[src/rtl/mdio_pkg.sv]
package mdio_pkg;

   localparam int CMD_GO_BIT   = 29;
   localparam int CMD_OP_LO    = 26;
   localparam int CFG_DIV_LO   = 4;
   localparam int CFG_NOPRE_BT = 12;

   typedef enum logic [1:0] {
      OP_NONE  = 2'b00,
      OP_WRITE = 2'b01,
      OP_READ  = 2'b10,
      OP_RSVD  = 2'b11
   } mdio_op_e;

   typedef struct packed {
      mdio_op_e    op;
      logic [4:0]  phy;
      logic [4:0]  regad;
      logic [15:0] data;
   } mdio_cmd_t;

endpackage

[src/rtl/mdio_clk_div.sv]
module mdio_clk_div #(
   parameter int DIV_W = 6
) (
   input  logic             clk,
   input  logic             rst_n,
   input  logic             run,
   input  logic [DIV_W-1:0] div,
   output logic             mdc,
   output logic             fall_stb,
   output logic             rise_stb
);

   logic [DIV_W-1:0] cnt_q;
   logic             at_end;

   assign at_end   = (cnt_q == div);
   assign fall_stb = run &&  mdc && at_end;
   assign rise_stb = run && !mdc && at_end;

   always_ff @(posedge clk) begin
      if (!rst_n) begin
         cnt_q <= '0;
         mdc   <= 1'b1;
      end else if (!run) begin
         cnt_q <= '0;
         mdc   <= 1'b1;
      end else if (at_end) begin
         cnt_q <= '0;
         mdc   <= ~mdc;
      end else begin
         cnt_q <= cnt_q + 1'b1;
      end
   end

   // the half-period counter never passes the divider during a frame
   a_r3_cnt_bound: assert property (@(posedge clk) disable iff (!rst_n)
      (run && $past(run)) |-> (cnt_q <= div));

endmodule

[src/rtl/mdio_frame_seq.sv]
module mdio_frame_seq
   import mdio_pkg::*;
#(
   parameter int PRE_LEN = 32
) (
   input  logic        clk,
   input  logic        rst_n,
   input  logic        launch,
   input  mdio_cmd_t   cmd,
   input  logic        pre_off,
   input  logic        fall_stb,
   input  logic        rise_stb,
   input  logic        mdi,
   input  logic        mdc,
   output logic        active,
   output logic        mdo,
   output logic        mdo_oe,
   output logic        finish,
   output logic [15:0] cap_data,
   output logic        cap_fail
);

   localparam int FRAME_LEN = PRE_LEN + 32;
   localparam int IDX_W     = $clog2(FRAME_LEN + 1);
   localparam int PAD_LEN   = 1 << IDX_W;
   localparam logic [IDX_W-1:0] HDR_IDX  = IDX_W'(PRE_LEN);
   localparam logic [IDX_W-1:0] TA1_IDX  = IDX_W'(PRE_LEN + 14);
   localparam logic [IDX_W-1:0] TA2_IDX  = IDX_W'(PRE_LEN + 15);
   localparam logic [IDX_W-1:0] DAT_IDX  = IDX_W'(PRE_LEN + 16);
   localparam logic [IDX_W-1:0] LAST_IDX = IDX_W'(FRAME_LEN - 1);

   logic [IDX_W-1:0]   nxt_q;
   logic [IDX_W-1:0]   cur_q;
   logic [15:0]        sh_q;
   logic               fail_q;
   logic               is_rd;
   logic [31:0]        hdr;
   logic [PAD_LEN-1:0] bits_r;

   assign is_rd = (cmd.op == OP_READ);

   // bits_r[i] is the i-th bit placed on the line, preamble ones first
   always_comb begin
      hdr = {2'b01, cmd.op, cmd.phy, cmd.regad,
             (is_rd ? 2'b11 : 2'b10),
             (is_rd ? 16'hFFFF : cmd.data)};
      bits_r = '1;
      for (int i = 0; i < 32; i++) begin
         bits_r[PRE_LEN + i] = hdr[31 - i];
      end
   end

   assign finish   = active && rise_stb && (cur_q == LAST_IDX);
   assign cap_data = {sh_q[14:0], mdi};
   assign cap_fail = fail_q;

   always_ff @(posedge clk) begin
      if (!rst_n) begin
         active <= 1'b0;
         mdo    <= 1'b1;
         mdo_oe <= 1'b0;
         nxt_q  <= '0;
         cur_q  <= '0;
         sh_q   <= '0;
         fail_q <= 1'b0;
      end else if (launch) begin
         active <= 1'b1;
         nxt_q  <= pre_off ? HDR_IDX : '0;
         mdo    <= 1'b1;
         mdo_oe <= 1'b0;
         fail_q <= 1'b0;
      end else if (active && fall_stb) begin
         cur_q  <= nxt_q;
         nxt_q  <= nxt_q + 1'b1;
         mdo    <= bits_r[nxt_q];
         mdo_oe <= !(is_rd && (nxt_q >= TA1_IDX));
      end else if (active && rise_stb) begin
         if (is_rd && (cur_q == TA2_IDX)) begin
            fail_q <= mdi;
         end
         if (is_rd && (cur_q >= DAT_IDX)) begin
            sh_q <= {sh_q[14:0], mdi};
         end
         if (finish) begin
            active <= 1'b0;
            mdo_oe <= 1'b0;
            mdo    <= 1'b1;
         end
      end
   end

   // the line stays released through turnaround and data of a read
   a_r7_read_tristate: assert property (@(posedge clk) disable iff (!rst_n)
      (active && is_rd && (cur_q >= TA1_IDX)) |-> !mdo_oe);

   // the driven bit only moves when the clock falls or the frame ends
   a_r4_mdo_on_fall: assert property (@(posedge clk) disable iff (!rst_n)
      !$stable(mdo) |-> ($fell(mdc) || $fell(active)));

endmodule

[src/rtl/mdio_master.sv]
module mdio_master
   import mdio_pkg::*;
#(
   parameter int ADDR_W  = 4,
   parameter int DIV_W   = 6,
   parameter int DIV_RST = 49,
   parameter int PRE_LEN = 32
) (
   input  logic              clk,
   input  logic              rst_n,
   input  logic              bus_wr,
   input  logic [ADDR_W-1:0] bus_addr,
   input  logic [31:0]       bus_wdata,
   output logic [31:0]       bus_rdata,
   output logic              mgmt_clk_o,
   output logic              mgmt_dat_o,
   output logic              mgmt_dat_oe,
   input  logic              mgmt_dat_i
);

   localparam logic [ADDR_W-1:0] CMD_OFS = '0;
   localparam logic [ADDR_W-1:0] CFG_OFS = ADDR_W'(4);

   if (DIV_W < 1 || DIV_W > 6) begin : g_chk_div_w
      $error("mdio_master: DIV_W must lie in 1..6");
   end
   if (DIV_RST < 0 || DIV_RST >= (1 << DIV_W)) begin : g_chk_div_rst
      $error("mdio_master: DIV_RST does not fit DIV_W");
   end
   if (ADDR_W < 3) begin : g_chk_addr
      $error("mdio_master: ADDR_W too small for offset 4");
   end
   if (PRE_LEN < 1 || PRE_LEN > 32) begin : g_chk_pre
      $error("mdio_master: PRE_LEN must lie in 1..32");
   end

   mdio_cmd_t        cmd_q;
   logic             fail_q;
   logic [DIV_W-1:0] div_q;
   logic             nopre_q;
   logic             c22_q;
   logic             busy;
   logic             launch;
   logic             sel_cmd;
   logic             sel_cfg;
   logic             fall_stb;
   logic             rise_stb;
   logic             finish;
   logic [15:0]      cap_data;
   logic             cap_fail;
   logic [5:0]       div_rd;
   logic             wdata_unused;

   assign sel_cmd      = (bus_addr == CMD_OFS);
   assign sel_cfg      = (bus_addr == CFG_OFS);
   assign launch       = bus_wr && sel_cmd && !busy && bus_wdata[CMD_GO_BIT];
   assign div_rd       = 6'(div_q);
   assign wdata_unused = ^bus_wdata;

   always_ff @(posedge clk) begin
      if (!rst_n) begin
         cmd_q   <= '0;
         fail_q  <= 1'b0;
         div_q   <= DIV_W'(DIV_RST);
         nopre_q <= 1'b0;
         c22_q   <= 1'b1;
      end else if (!busy) begin
         if (bus_wr && sel_cmd) begin
            cmd_q.op    <= mdio_op_e'(bus_wdata[CMD_OP_LO +: 2]);
            cmd_q.phy   <= bus_wdata[25:21];
            cmd_q.regad <= bus_wdata[20:16];
            cmd_q.data  <= bus_wdata[15:0];
         end
         if (bus_wr && sel_cfg) begin
            div_q   <= bus_wdata[CFG_DIV_LO +: DIV_W];
            nopre_q <= bus_wdata[CFG_NOPRE_BT];
            c22_q   <= bus_wdata[0];
         end
      end else if (finish) begin
         if (cmd_q.op == OP_READ) begin
            cmd_q.data <= cap_data;
            fail_q     <= cap_fail;
         end else begin
            fail_q     <= 1'b0;
         end
      end
   end

   always_comb begin
      bus_rdata = '0;
      if (sel_cmd) begin
         bus_rdata = {2'b00, busy, fail_q, cmd_q};
      end else if (sel_cfg) begin
         bus_rdata = {19'b0, nopre_q, 2'b00, div_rd, 3'b000, c22_q};
      end
   end

   mdio_clk_div #(
      .DIV_W (DIV_W)
   ) u_clk (
      .clk      (clk),
      .rst_n    (rst_n),
      .run      (busy),
      .div      (div_q),
      .mdc      (mgmt_clk_o),
      .fall_stb (fall_stb),
      .rise_stb (rise_stb)
   );

   mdio_frame_seq #(
      .PRE_LEN (PRE_LEN)
   ) u_seq (
      .clk      (clk),
      .rst_n    (rst_n),
      .launch   (launch),
      .cmd      (cmd_q),
      .pre_off  (nopre_q),
      .fall_stb (fall_stb),
      .rise_stb (rise_stb),
      .mdi      (mgmt_dat_i),
      .mdc      (mgmt_clk_o),
      .active   (busy),
      .mdo      (mgmt_dat_o),
      .mdo_oe   (mgmt_dat_oe),
      .finish   (finish),
      .cap_data (cap_data),
      .cap_fail (cap_fail)
   );

   // outside a frame the line is released and the clock idles high
   a_r2_idle_released: assert property (@(posedge clk) disable iff (!rst_n)
      !busy |-> (!mgmt_dat_oe && mgmt_clk_o));

   // command fields cannot change while a frame is running
   a_r9_fields_hold: assert property (@(posedge clk) disable iff (!rst_n)
      (busy && $past(busy)) |-> ($stable(cmd_q) && $stable(div_q) && $stable(nopre_q)));

   // the fail flag and data field only move as the frame ends
   a_r10_result_at_end: assert property (@(posedge clk) disable iff (!rst_n)
      (!$stable(fail_q) || !$stable(cmd_q.data)) |-> ($fell(busy) || $past(!busy)));

endmodule

[config.mk]
export PLATFORM = sky130hd
export DESIGN_NAME = mdio_master
export DESIGN_NICKNAME = d
export VERILOG_FILES = /design/src/rtl/mdio_pkg.sv /design/src/rtl/mdio_clk_div.sv /design/src/rtl/mdio_frame_seq.sv /design/src/rtl/mdio_master.sv
export SDC_FILE = /design/constraint.sdc
export NUM_CORES = 1
export LEC_CHECK = 0
export BUFFER_PORTS_ARGS = -buffer_cell sky130_fd_sc_hd__buf_2
export CAP_MARGIN = 20
export CORE_UTILIZATION = 55
export CTS_BUF_LIST = sky130_fd_sc_hd__clkbuf_4
export CTS_CLUSTER_SIZE = 16
export DETAILED_ROUTE_END_ITERATION = 6
export PLACE_DENSITY = 0.79
export SYNTH_ARGS = -nofsm -noshare
export SYNTH_HDL_FRONTEND = slang
export SYNTH_SLANG_ARGS = --single-unit
[constraint.sdc]
create_clock -name clk -period 2.2 [get_ports clk]
set_input_delay 0.11 -clock clk [delete_from_list [all_inputs] [get_ports clk]]
set_output_delay 0.11 -clock clk [all_outputs]
set_load 0.01 [all_outputs]
; After elaboration in Yosys (flattened, before gate mapping)
; Index checks and enable logic that the tools add are counted.
[totals]
regBits = 77
input_bits = 40
[classes]
n_addsub = 2
n_lt_le_gt_ge = 3
eq_ne = 8
mux = 22
bitwise = 5
n_reduce_logical = 36
[ops]
columns = op, count
row1 = $mux 16, 5
row2 = $mux 30, 1
row3 = $eq 7x6->1 const B, 2
row4 = $ge 7x6->1 const B, 2
row5 = $logic_and 1x1->1, 14
row6 = $mux 7, 2
row7 = $mux 13, 1
row8 = $reduce_and 2->1, 6
row9 = $reduce_bool 2->1, 6
row10 = $mux 1, 11
row11 = $reduce_and 3->1, 3
row12 = $lt 7x8->1 const B, 1
row13 = $add 7x1->7 const B, 1
row14 = $bmux 1 s7, 1
row15 = $add 6x1->6 const B, 1
row16 = $eq 6x6->1, 1
row17 = $mux 6, 1
row18 = $ne 2x2->1 const B, 3
row19 = $not 1->1, 5
row20 = $eq 4x3->1 const B, 1
row21 = $logic_not 4->1, 1
row22 = $reduce_and 4->1, 1
row23 = $logic_not 1->1, 3
row24 = $reduce_or 3->1, 1
row25 = 2 further kinds, 2

; Logic depth before layout (Yosys ltp)
; Gate-level depths: netlist (run 1).
[logic_depth]
ltp_word = 9
ltp_mapped = 9

; By module
; Synthesis (run 1) repeated with hierarchy kept, for this count alone.
[unflattened]
cells_unflattened = 445
area_unflattened_um2 = 4003.8
[modules_own_cells]
columns = mod, n_inst, cells_each, area_each_um2, seq_area_each_um2
row1 = mdio_master, 1, 230, 1988.2, 740.7
row2 = mdio_frame_seq, 1, 178, 1666.6, 660.6
row3 = mdio_clk_div, 1, 37, 349.1, 140.1

; Worst setup path after synthesis (run 1)
; Ideal clock, no wire load.
[synth_timing]
path_type = flip-flop to flip-flop
start = reg div_q[5]
end = reg u_seq.cur_q[4]
setup_ps = 128
t_arrival_ps = 1798
setup_slack_ps = 274
path_stages_with_launch = 7
path_buffers = 1
synth_period_minus_slack_ps = 1926
cell_sequence = dfxtp_1 > xor2_1 > or4_4 > nor3_4 > buf_6 > mux2i_1 > nor2_1
[synth_between]
elab_chain_cells = 4
[synth_lines]
columns = item, line
row1 = start: declaration, mdio_master.sv:39  ; logic [DIV_W-1:0] div_q;
row2 = start signal: assignment, mdio_master.sv:64  ; div_q <= DIV_W'(DIV_RST);
row3 = start signal: assignment, mdio_master.sv:75  ; div_q <= bus_wdata[CFG_DIV_LO +: DIV_W];
row4 = $eq 6x6->1, mdio_clk_div.sv:16  ; assign at_end = (cnt_q == div);
row5 = $logic_and 1x1->1, mdio_clk_div.sv:17  ; assign fall_stb = run && mdc && at_end;
row6 = $logic_and 1x1->1, mdio_frame_seq.sv:72  ; end else if (active && fall_stb) begin
row7 = $reduce_and 2->1 (no source line), -
row8 = end signal: assignment, mdio_frame_seq.sv:73  ; cur_q <= nxt_q;
row9 = end: declaration, mdio_frame_seq.sv:33  ; logic [IDX_W-1:0] cur_q;
; Every way passes these cells.
; A chain may end at the register's enable or synchronous reset.

; Worst setup path after layout (run 1)
[layout_timing]
start = reg u_clk.cnt_q[2]
end = reg cmd_q[14] (netlist name)
[layout_between]
elab_chain_cells = 6
[layout_lines]
columns = item, line
row1 = start: declaration, mdio_clk_div.sv:13  ; logic [DIV_W-1:0] cnt_q;
row2 = start signal: assignment, mdio_clk_div.sv:31  ; cnt_q <= cnt_q + 1'b1;
row3 = $eq 6x6->1, mdio_clk_div.sv:16
row4 = $logic_and 1x1->1, mdio_clk_div.sv:18  ; assign rise_stb = run && !mdc && at_end;
row5 = $logic_and 1x1->1 (2 in series), mdio_frame_seq.sv:53  ; assign finish = active && rise_stb && (cur_q == LAST_IDX);
row6 = $ne 2x2->1 (no source line), -
row7 = $reduce_and 3->1 (no source line), -
row8 = end: declaration, mdio_master.sv:37  ; mdio_cmd_t cmd_q;
; Every way passes these cells.

==> results of run 1 <==
[through the flow]
step / cells / util
2_1_floorplan: 444 / -
3_3_place_gp: 596 / 0.644
3_5_place_dp: 596 / 0.644
4_1_cts: 631 / 0.696
5_1_grt: 631 / 0.696
6_report: 631 / 0.696
[cell type report]
| type | count | area share |
|---|---|---|
| clock buffer | 9 | 0.0142 |
| sequential | 77 | 0.324 |
| clock inverter | 5 | 0.0163 |
| tap | 96 | 0.0253 |
| multi-input combinational | 313 | 0.451 |
| inverter | 22 | 0.0174 |
| timing repair buffer | 109 | 0.152 |
[tightest hold or removal path: stages]
cell and delay (ps):
sky130_fd_sc_hd__buf_2 140, sky130_fd_sc_hd__mux2i_1 80, sky130_fd_sc_hd__nor2_1 70
[registers in the layout (all words and copies together) (netlist names)]
| register | cells |
|---|---|
| c22_q | 1 |
| cmd_q | 28 |
| div_q | 6 |
| fail_q | 1 |
| nopre_q | 1 |
| u_clk.cnt_q | 6 |
| u_clk.mdc | 1 |
| u_seq.active | 1 |
| u_seq.cap_fail | 1 |
| u_seq.cur_q | 7 |
| u_seq.mdo | 1 |
| u_seq.mdo_oe | 1 |
| u_seq.nxt_q | 7 |
| u_seq.sh_q | 15 |
[synth_stat cells (all sizes together) (2+ instances only)]
library cell,count
buf,11
clkbuf,21
nand4,4
nand2,48
inv,22
nand2b,2
nor3,4
or2,2
a21oi,21
a211oi,3
xnor2,4
mux2,3
o21ai,21
a22o,8
mux2i,44
mux4,5
nor4,4
dfxtp,77
nor2,35
xor2,8
ha,3
and2,25
nand3b,3
a221oi,16
and3,3
nand3,23
nor2b,2
[power by group]
| group | internal [mW] | switching, mW |
|---|---|---|
| registers | 1.41 | 0.0120 |
| logic | 0.0858 | 0.0972 |
| clock network | 0.445 | 0.474 |
| total | 1.94 | 0.583 |
[worst min path at each step]
stage,end,cells after the start,startpoint
6_report,u_seq.sh_q[0]$_SDFFE_PN0P_,3,mgmt_dat_i
5_1_grt,u_seq.sh_q[0]$_SDFFE_PN0P_,3,mgmt_dat_i
4_1_cts,u_seq.sh_q[0]$_SDFFE_PN0P_,3,mgmt_dat_i
3_5_place_dp,cmd_q[22]$_SDFFE_PN0N_,3,bus_wdata[22]
3_3_place_gp,cmd_q[18]$_SDFFE_PN0N_,3,bus_wdata[18]
2_1_floorplan,cmd_q[16]$_SDFFE_PN0N_,2,bus_wdata[16]
[routing by layer]
metal / GRT usage / vias to the layer above / share of wire
met5: 0 / - / 0
met4: 0.130 / 0 / 0.026
met1: 0.357 / 1720 / 0.41
met2: 0.494 / 150 / 0.50
li1: - / 1738 / -
met3: 0.0448 / 32 / 0.060
[cells by family (layout without fill, tap and decap cells)]
family | count (synthesis) | after routing
and+or+nand+nor | 164 | 164
AOI/OAI and AO/OA | 80 | 80
DFF | 77 | 77
buffers and inverters | 54 | 145
muxes | 52 | 52
xor gates and xnor gates | 12 | 12
adders and majority gates | 3 | 3
other | 1 | 2
==> results.txt, run 1 <==
The run finished with clean final reports. Timing would allow up to 483 MHz. The average cell area after synthesis was 8.81 µm².

The worst hold margin was 13.8 ps. For this block, the initial DRC count from the detailed router was 263. The clock net in this run drives a total of 77 sinks. The library cells used most frequently in the layout, excluding fill and tap cells, are sky130_fd_sc_hd__dfxtp_1, sky130_fd_sc_hd__buf_2, sky130_fd_sc_hd__nand2_1, sky130_fd_sc_hd__mux2i_1, sky130_fd_sc_hd__nor2_1. In this run the power density over the cells is 530 mW/mm². Time the worst path needs with I/O delays and setup: 2070 ps. The number of violations of the max-capacitance limit was 0; the number of flip-flops and latches in the synthesized netlist was 77.

For the final setup TNS, the log shows 0 ps. The detailed router placed 3,640 vias in this run. The congestion estimate from routability-driven global placement came to 0.867. The sum of net half-perimeters after detailed placement was 6930 µm; the post-synthesis share of cell area spent on xor and xnor gates was 0.0269. Setup repair after global routing left no endpoint under its margin. In this run, post-CTS hold repair placed 21 buffers. Across the VDD grid, the largest voltage drop is 0.346 mV. The tools report the destination of the critical timing path as cmd_q[14]$_SDFFE_PN0P_. The number of antenna violations at the first check in global routing came out at 0. The most critical setup path has its startpoint at u_clk.cnt_q[2]$_SDFF_PP0_. The Yosys step of the flow raised 0 warnings. The run gives 0 as the number of hold violations in the final report. For the starting density of the core, the log shows 0.572. Once detail routing completed, the nets flagged for antenna violations numbered 0.

The critical path is of the register to register type. The most used flip-flop cell after synthesis is sky130_fd_sc_hd__dfxtp_1. The post-CTS repair timing setup buffer count is 0, and the post-placement worst setup slack is 182 ps. The count of buffering cells on the critical path with inverters included was 0; the fraction of the mapped netlist area in compound gates was 0.140. By area, the combinational part of the netlist is dominated by simple AND/OR/NAND/NOR gates.

The tools report the capture point of the worst reg-to-reg path as cmd_q[14]$_SDFFE_PN0P_. The number of antenna diodes in the final layout is 0. The max-slew violation count came out at 0. On the critical path, the stage with the largest delay is an instance of sky130_fd_sc_hd__o21ai_2.

The longest individual stage delay on the worst path is 630 ps, and the post-cts repair resize count is 0. Area share of fa/ha/maj cells after synthesis: 0.00961. Clock-pin slew was measured on the worst setup and hold paths at 110 ps. The number of cells on the worst reg-to-reg path is 5. The die is 86.3 µm wide. For this run the aggregate overflow at the end of global routing stands at 0. After detailed routing, the total wire length is 10,200 µm. The post-synthesis cell area was 0.00390 mm²; the count of port buffers added during placement was 69.

The least setup slack across all paths after layout is 129 ps. The growth of design area from synthesis to finish is 21.8%, and the actual transition at the worst max-transition pin is 797 ps. Counting buffers and inverters, the worst setup path is 5 cells deep. The die covers 0.00744 mm². The leakage power figure was 1.96 nW. Entering global routing, the biggest net connects 42 pins. The global-route usage over all layers is 0.288. Sequential cell area fraction in the yosys report: 0.395. In this run the critical register-to-register path is launched from u_clk.cnt_q[2]$_SDFF_PP0_. The logs give 130 ps for the reg2reg setup slack and 0 for the setup violation total in the final timing report. The worst setup path is launched from a register.

After detailed routing, the average wire length per cell comes to 16.2 µm. In this run, synthesis inferred 0 flip-flops with an integrated enable. Multi-input combinational cell area: 0.00214 mm².

The first TritonRoute pass finished after 5 iterations. For this run, the post-layout net count is 575. The placeable core region was 0.00683 mm²; the number of standard cells after synthesis was 443.

Of all nets on the critical path, the largest fanout is 16. The die extent in y works out to 86.3 µm. The share of Yosys cell area claimed by the top area cell type was 0.395; the share of post-route cells with drive strength above 1 was 0.222. Number of rows in the core area: 30.

TritonCTS built the clock tree. The tools report the number of levels the H-tree was split into as 3. The proportion of register bits with asynchronous set or reset after synthesis was 0; the overall power consumption was 2.52 mW. Clock network latency to the later pin of the worst-skew pair: 420 ps. Dividing the detail-routed via count by the number of cells gives 5.77.

In this run the count of I/O pins placed on the die edge is 75. The run gives 0.00440 mm² as the total placed instance area. The number of global-route vias before repair is 3,431.

Commonest non-fill, non-tap cell in the layout: sky130_fd_sc_hd__dfxtp_1. The deepest clock path buffer count is 2. The netlist uses 57 different library cells.

The post-synthesis mux area share came out at 0.150. The synthesized design spends more area on one cell type than any other, namely sky130_fd_sc_hd__dfxtp_1. The sort of element at the end of the critical path is a register. The arrival time of the worst setup path was 2340 ps. The post-synthesis share of cell area spent on and, or, nand and nor gates is 0.218, and the number of filler cells placed in the layout is 578. The tree is rooted in a sky130_fd_sc_hd__clkbuf_4. The tools report the relative slew slack as 0.469. The wire length of the first global-routing pass came out at 16,600 µm. The finished cells cover 0.00475 mm². TritonCTS created 9 clock buffers.

In the final layout, flip-flops and latches occupy 0.00154 mm². The final worst-path cycle share came out at 0.941. Gate family responsible for the most delay along the worst path: compound AO/OA/AOI/OAI gates.

The run gives 2470 ps as the worst endpoint required time. The worst min-delay path class is input pin to register. Ranked by total cell area, the synthesized netlist is headed by sky130_fd_sc_hd__dfxtp_1, sky130_fd_sc_hd__mux2i_1, sky130_fd_sc_hd__nand2_1, sky130_fd_sc_hd__and2_1, sky130_fd_sc_hd__a221oi_1. For this run, design rule violations remaining after detail routing come to 0. Traced cell by cell, the critical path runs through xor2_1, nor4_4, and4_1, o21ai_2, a221oi_1.

For the final database, setup skew stands at 11.9 ps.
Power figures use the tool's default switching activity.
==> inputs of run 2 (changes only) <==
--- a/config.mk
+++ b/config.mk
@@ -7,11 +7,13 @@
 export LEC_CHECK = 0
 export BUFFER_PORTS_ARGS = -buffer_cell sky130_fd_sc_hd__buf_2
 export CAP_MARGIN = 20
-export CORE_UTILIZATION = 55
+export CORE_UTILIZATION = 56
 export CTS_BUF_LIST = sky130_fd_sc_hd__clkbuf_4
 export CTS_CLUSTER_SIZE = 16
 export DETAILED_ROUTE_END_ITERATION = 6
-export PLACE_DENSITY = 0.79
+export GPL_ROUTABILITY_DRIVEN = 0
+export PLACE_DENSITY = 0.81
+export REMOVE_ABC_BUFFERS = 1
 export SYNTH_ARGS = -nofsm -noshare
 export SYNTH_HDL_FRONTEND = slang
 export SYNTH_SLANG_ARGS = --single-unit
==> run 2 against run 1 <==
Sequential power about the same. Clock-buffer cell count increased by 1. Cell area decreased by 0.92%. Largest power group unchanged.
==> results.txt, run 2 (synthesis gave the netlist of run 1 again) <==
For this block, the initial DRC count from the detailed router was 217. The tools report the startpoint type of the worst setup path as a register. The die area came out at 0.00731 mm². The longest clock path from root to sink contains 2 buffers. The floorplan has 30 rows. For the number of violations of the max-capacitance limit, the log shows 0.

For this run the aggregate overflow at the end of global routing stands at 0. The number of antenna violations at the first check in global routing is 0. Entering global routing, the biggest net connects 42 pins. The power density over the cells came out at 506 mW/mm².

Across all setup checks in the final design, the least slack found is 176 ps. The final layout contains routed wiring with a total length of 10,100 µm. The run finished with clean final reports.

The first global-routing pass estimated 16,500 µm of wire. The routing usage on met2 is 0.503. Clock skew on the completed layout was measured at 11.2 ps. The starting density of the core came out at 0.578.

For this design the static power due to leakage is 1.96 nW. The number of hold violations in the final report was 0. The tools report the detailed-routing iteration count for the pre-antenna-repair pass as 5. The post-cts repair resize count is 0. Antenna diode count: 0. The number of cell instances on the worst register-to-register path works out to 6.

The sum of net half-perimeters after detailed placement is 6880 µm, and the post-CTS repair timing setup buffer count is 0. In the final layout, the registers with the most flip-flops are cmd_q (28), u_seq.sh_q (15). The post-route core utilization was 0.697. In the layout the commonest cells are sky130_fd_sc_hd__dfxtp_1, sky130_fd_sc_hd__buf_2, sky130_fd_sc_hd__nand2_1, sky130_fd_sc_hd__mux2i_1, sky130_fd_sc_hd__nor2_1. The die extent in y was 85.5 µm.

The via density per instance is 5.81. Once detail routing completed, the nets flagged for antenna violations numbered 0. The total placed instance area is 0.00439 mm². The tools report the sort of element at the end of the critical path as a register. The number of flip-flops in the largest register came out at 28.

The number of remaining DRC errors is 0. The share of post-route cells with drive strength above 1 was 0.222. The cell count of the worst hold path is 2, and the arrival time of the worst setup path is 2370 ps. Clock tree synthesis inserted a total of 9 buffers.

At the placement stage, the worst setup path has a slack of 188 ps. Clock-pin slew was measured on the worst setup and hold paths at 120 ps. Ranked by flip-flop count, first place goes to cmd_q. For the number of sinks on the clock net, the log shows 77. CTS built an H-tree with a depth of 3.

Setup repair after global routing left no endpoint under its margin. The root buffer cell chosen for the clock tree is sky130_fd_sc_hd__clkbuf_4. The max-slew violation count was 0; the highest net fanout along the worst path was 17. The number of global-route vias before repair is 3,452. Setup violations remaining at the end of the flow were counted as 0. The tools report the met1 usage as 0.362.

The layer with the highest usage was met2. VDD sags by at most 0.324 mV. Relative to the synthesized area, the layout overhead comes to 20.6%. The average routed wire per standard cell came out at 16.4 µm. The die is 85.5 µm wide.

TritonCTS built the clock tree. For this run, the post-layout net count is 576. For the final design instance area without fill, the log shows 0.00471 mm². For the global-route usage over all layers, the log shows 0.289. The library cell used most frequently in the layout, excluding fill and tap cells, is sky130_fd_sc_hd__dfxtp_1. 75 I/O pins were placed. The classification of the worst setup path is register to register. The placeable core region was 0.00676 mm².

The count of port buffers added during placement is 69. Cts-stage hold buffer count: 20. The logs give 400 ps for the clock network latency to the later pin of the worst-skew pair and 0.0414 for the met3 demand-to-capacity share in global routing. For the number of vias after detailed routing, the log shows 3,577. At the worst endpoint, the required time is 2550 ps.

The final worst-path cycle share is 0.920. The worst min-delay path class was input pin to register. Static timing analysis puts the maximum clock frequency at 494 MHz.

The smallest clock period supported by the final layout is computed as 2020 ps.
==> run 2: changes by cell type in the layout (fill, tap and decap cells not counted) <==
cell                            before  now
sky130_fd_sc_hd__clkinv_2            1    0
sky130_fd_sc_hd__bufinv_16           2    1
sky130_fd_sc_hd__clkbuf_4            9   10
sky130_fd_sc_hd__clkinv_1            1    3
sky130_fd_sc_hd__buf_4              17   19
sky130_fd_sc_hd__clkinv_4            1    0
sky130_fd_sc_hd__dlygate4sd3_1      21   20
==> run 2: stage by stage <==
step | cells | hold slack, ps | TNS, ps | power, mW
after floorplan | 412 | 182 | -18020 | 1.51
after global placement | 582 | 356 | 0 | 1.60
after detailed placement | 582 | 361 | 0 | 1.60
after CTS | 616 | 1.04 | 0 | 2.40
after global routing | 616 | 14.9 | 0 | 2.48
final | 616 | 20.4 | 0 | 2.39
==> run 2: final timing paths <==
check | slack [ps] | from | end
max | 180 | div_q[5]$_SDFFE_PN1P_ | u_seq.nxt_q[1]$_SDFFE_PN0P_
min | 20 | rst_n | u_clk.mdc$_SDFFE_PN1N_
max reg2reg | 180 | div_q[5]$_SDFFE_PN1P_ | u_seq.nxt_q[1]$_SDFFE_PN0P_
min reg2reg | 470 | cmd_q[17]$_SDFFE_PN0N_ | cmd_q[17]$_SDFFE_PN0N_
==> run 2: report_power, final <==
part	switching [mW]	total, mW	leakage, nW	internal [mW]
logic	0.0982	0.184	1.27	0.0854
clock network	0.448	0.785	0.0648	0.338
registers	0.0112	1.42	0.621	1.41
==> run 2: worst max-delay path, cell delays in order, from the launching register on <==
cell and delay [ps]:
sky130_fd_sc_hd__dfxtp_1 360, sky130_fd_sc_hd__xor2_1 210, sky130_fd_sc_hd__or4_4 590, sky130_fd_sc_hd__nor3_4 220, sky130_fd_sc_hd__buf_12 180, sky130_fd_sc_hd__mux2_2 340, sky130_fd_sc_hd__nor2_1 80
==> run 2: layout make-up <==
class / count / area, µm²
Clock buffer: 10 / 75.1
Clock inverter: 4 / 41.3
Fill cell: 522 / 2050
Inverter: 22 / 82.6
Multi-Input combinational cell: 313 / 2140
Sequential cell: 77 / 1540
Tap cell: 80 / 100
Timing Repair Buffer: 110 / 728
==> run 2: layer usage <==
| metal | vias up | wire length, µm | share of wire |
|---|---|---|---|
| met2 | 137 | 5110 | 0.51 |
| met3 | 17 | 552 | 0.055 |
| met1 | 1689 | 4230 | 0.42 |
| met5 | - | 0 | 0 |
| li1 | 1734 | - | - |
| met4 | 0 | 207 | 0.020 |
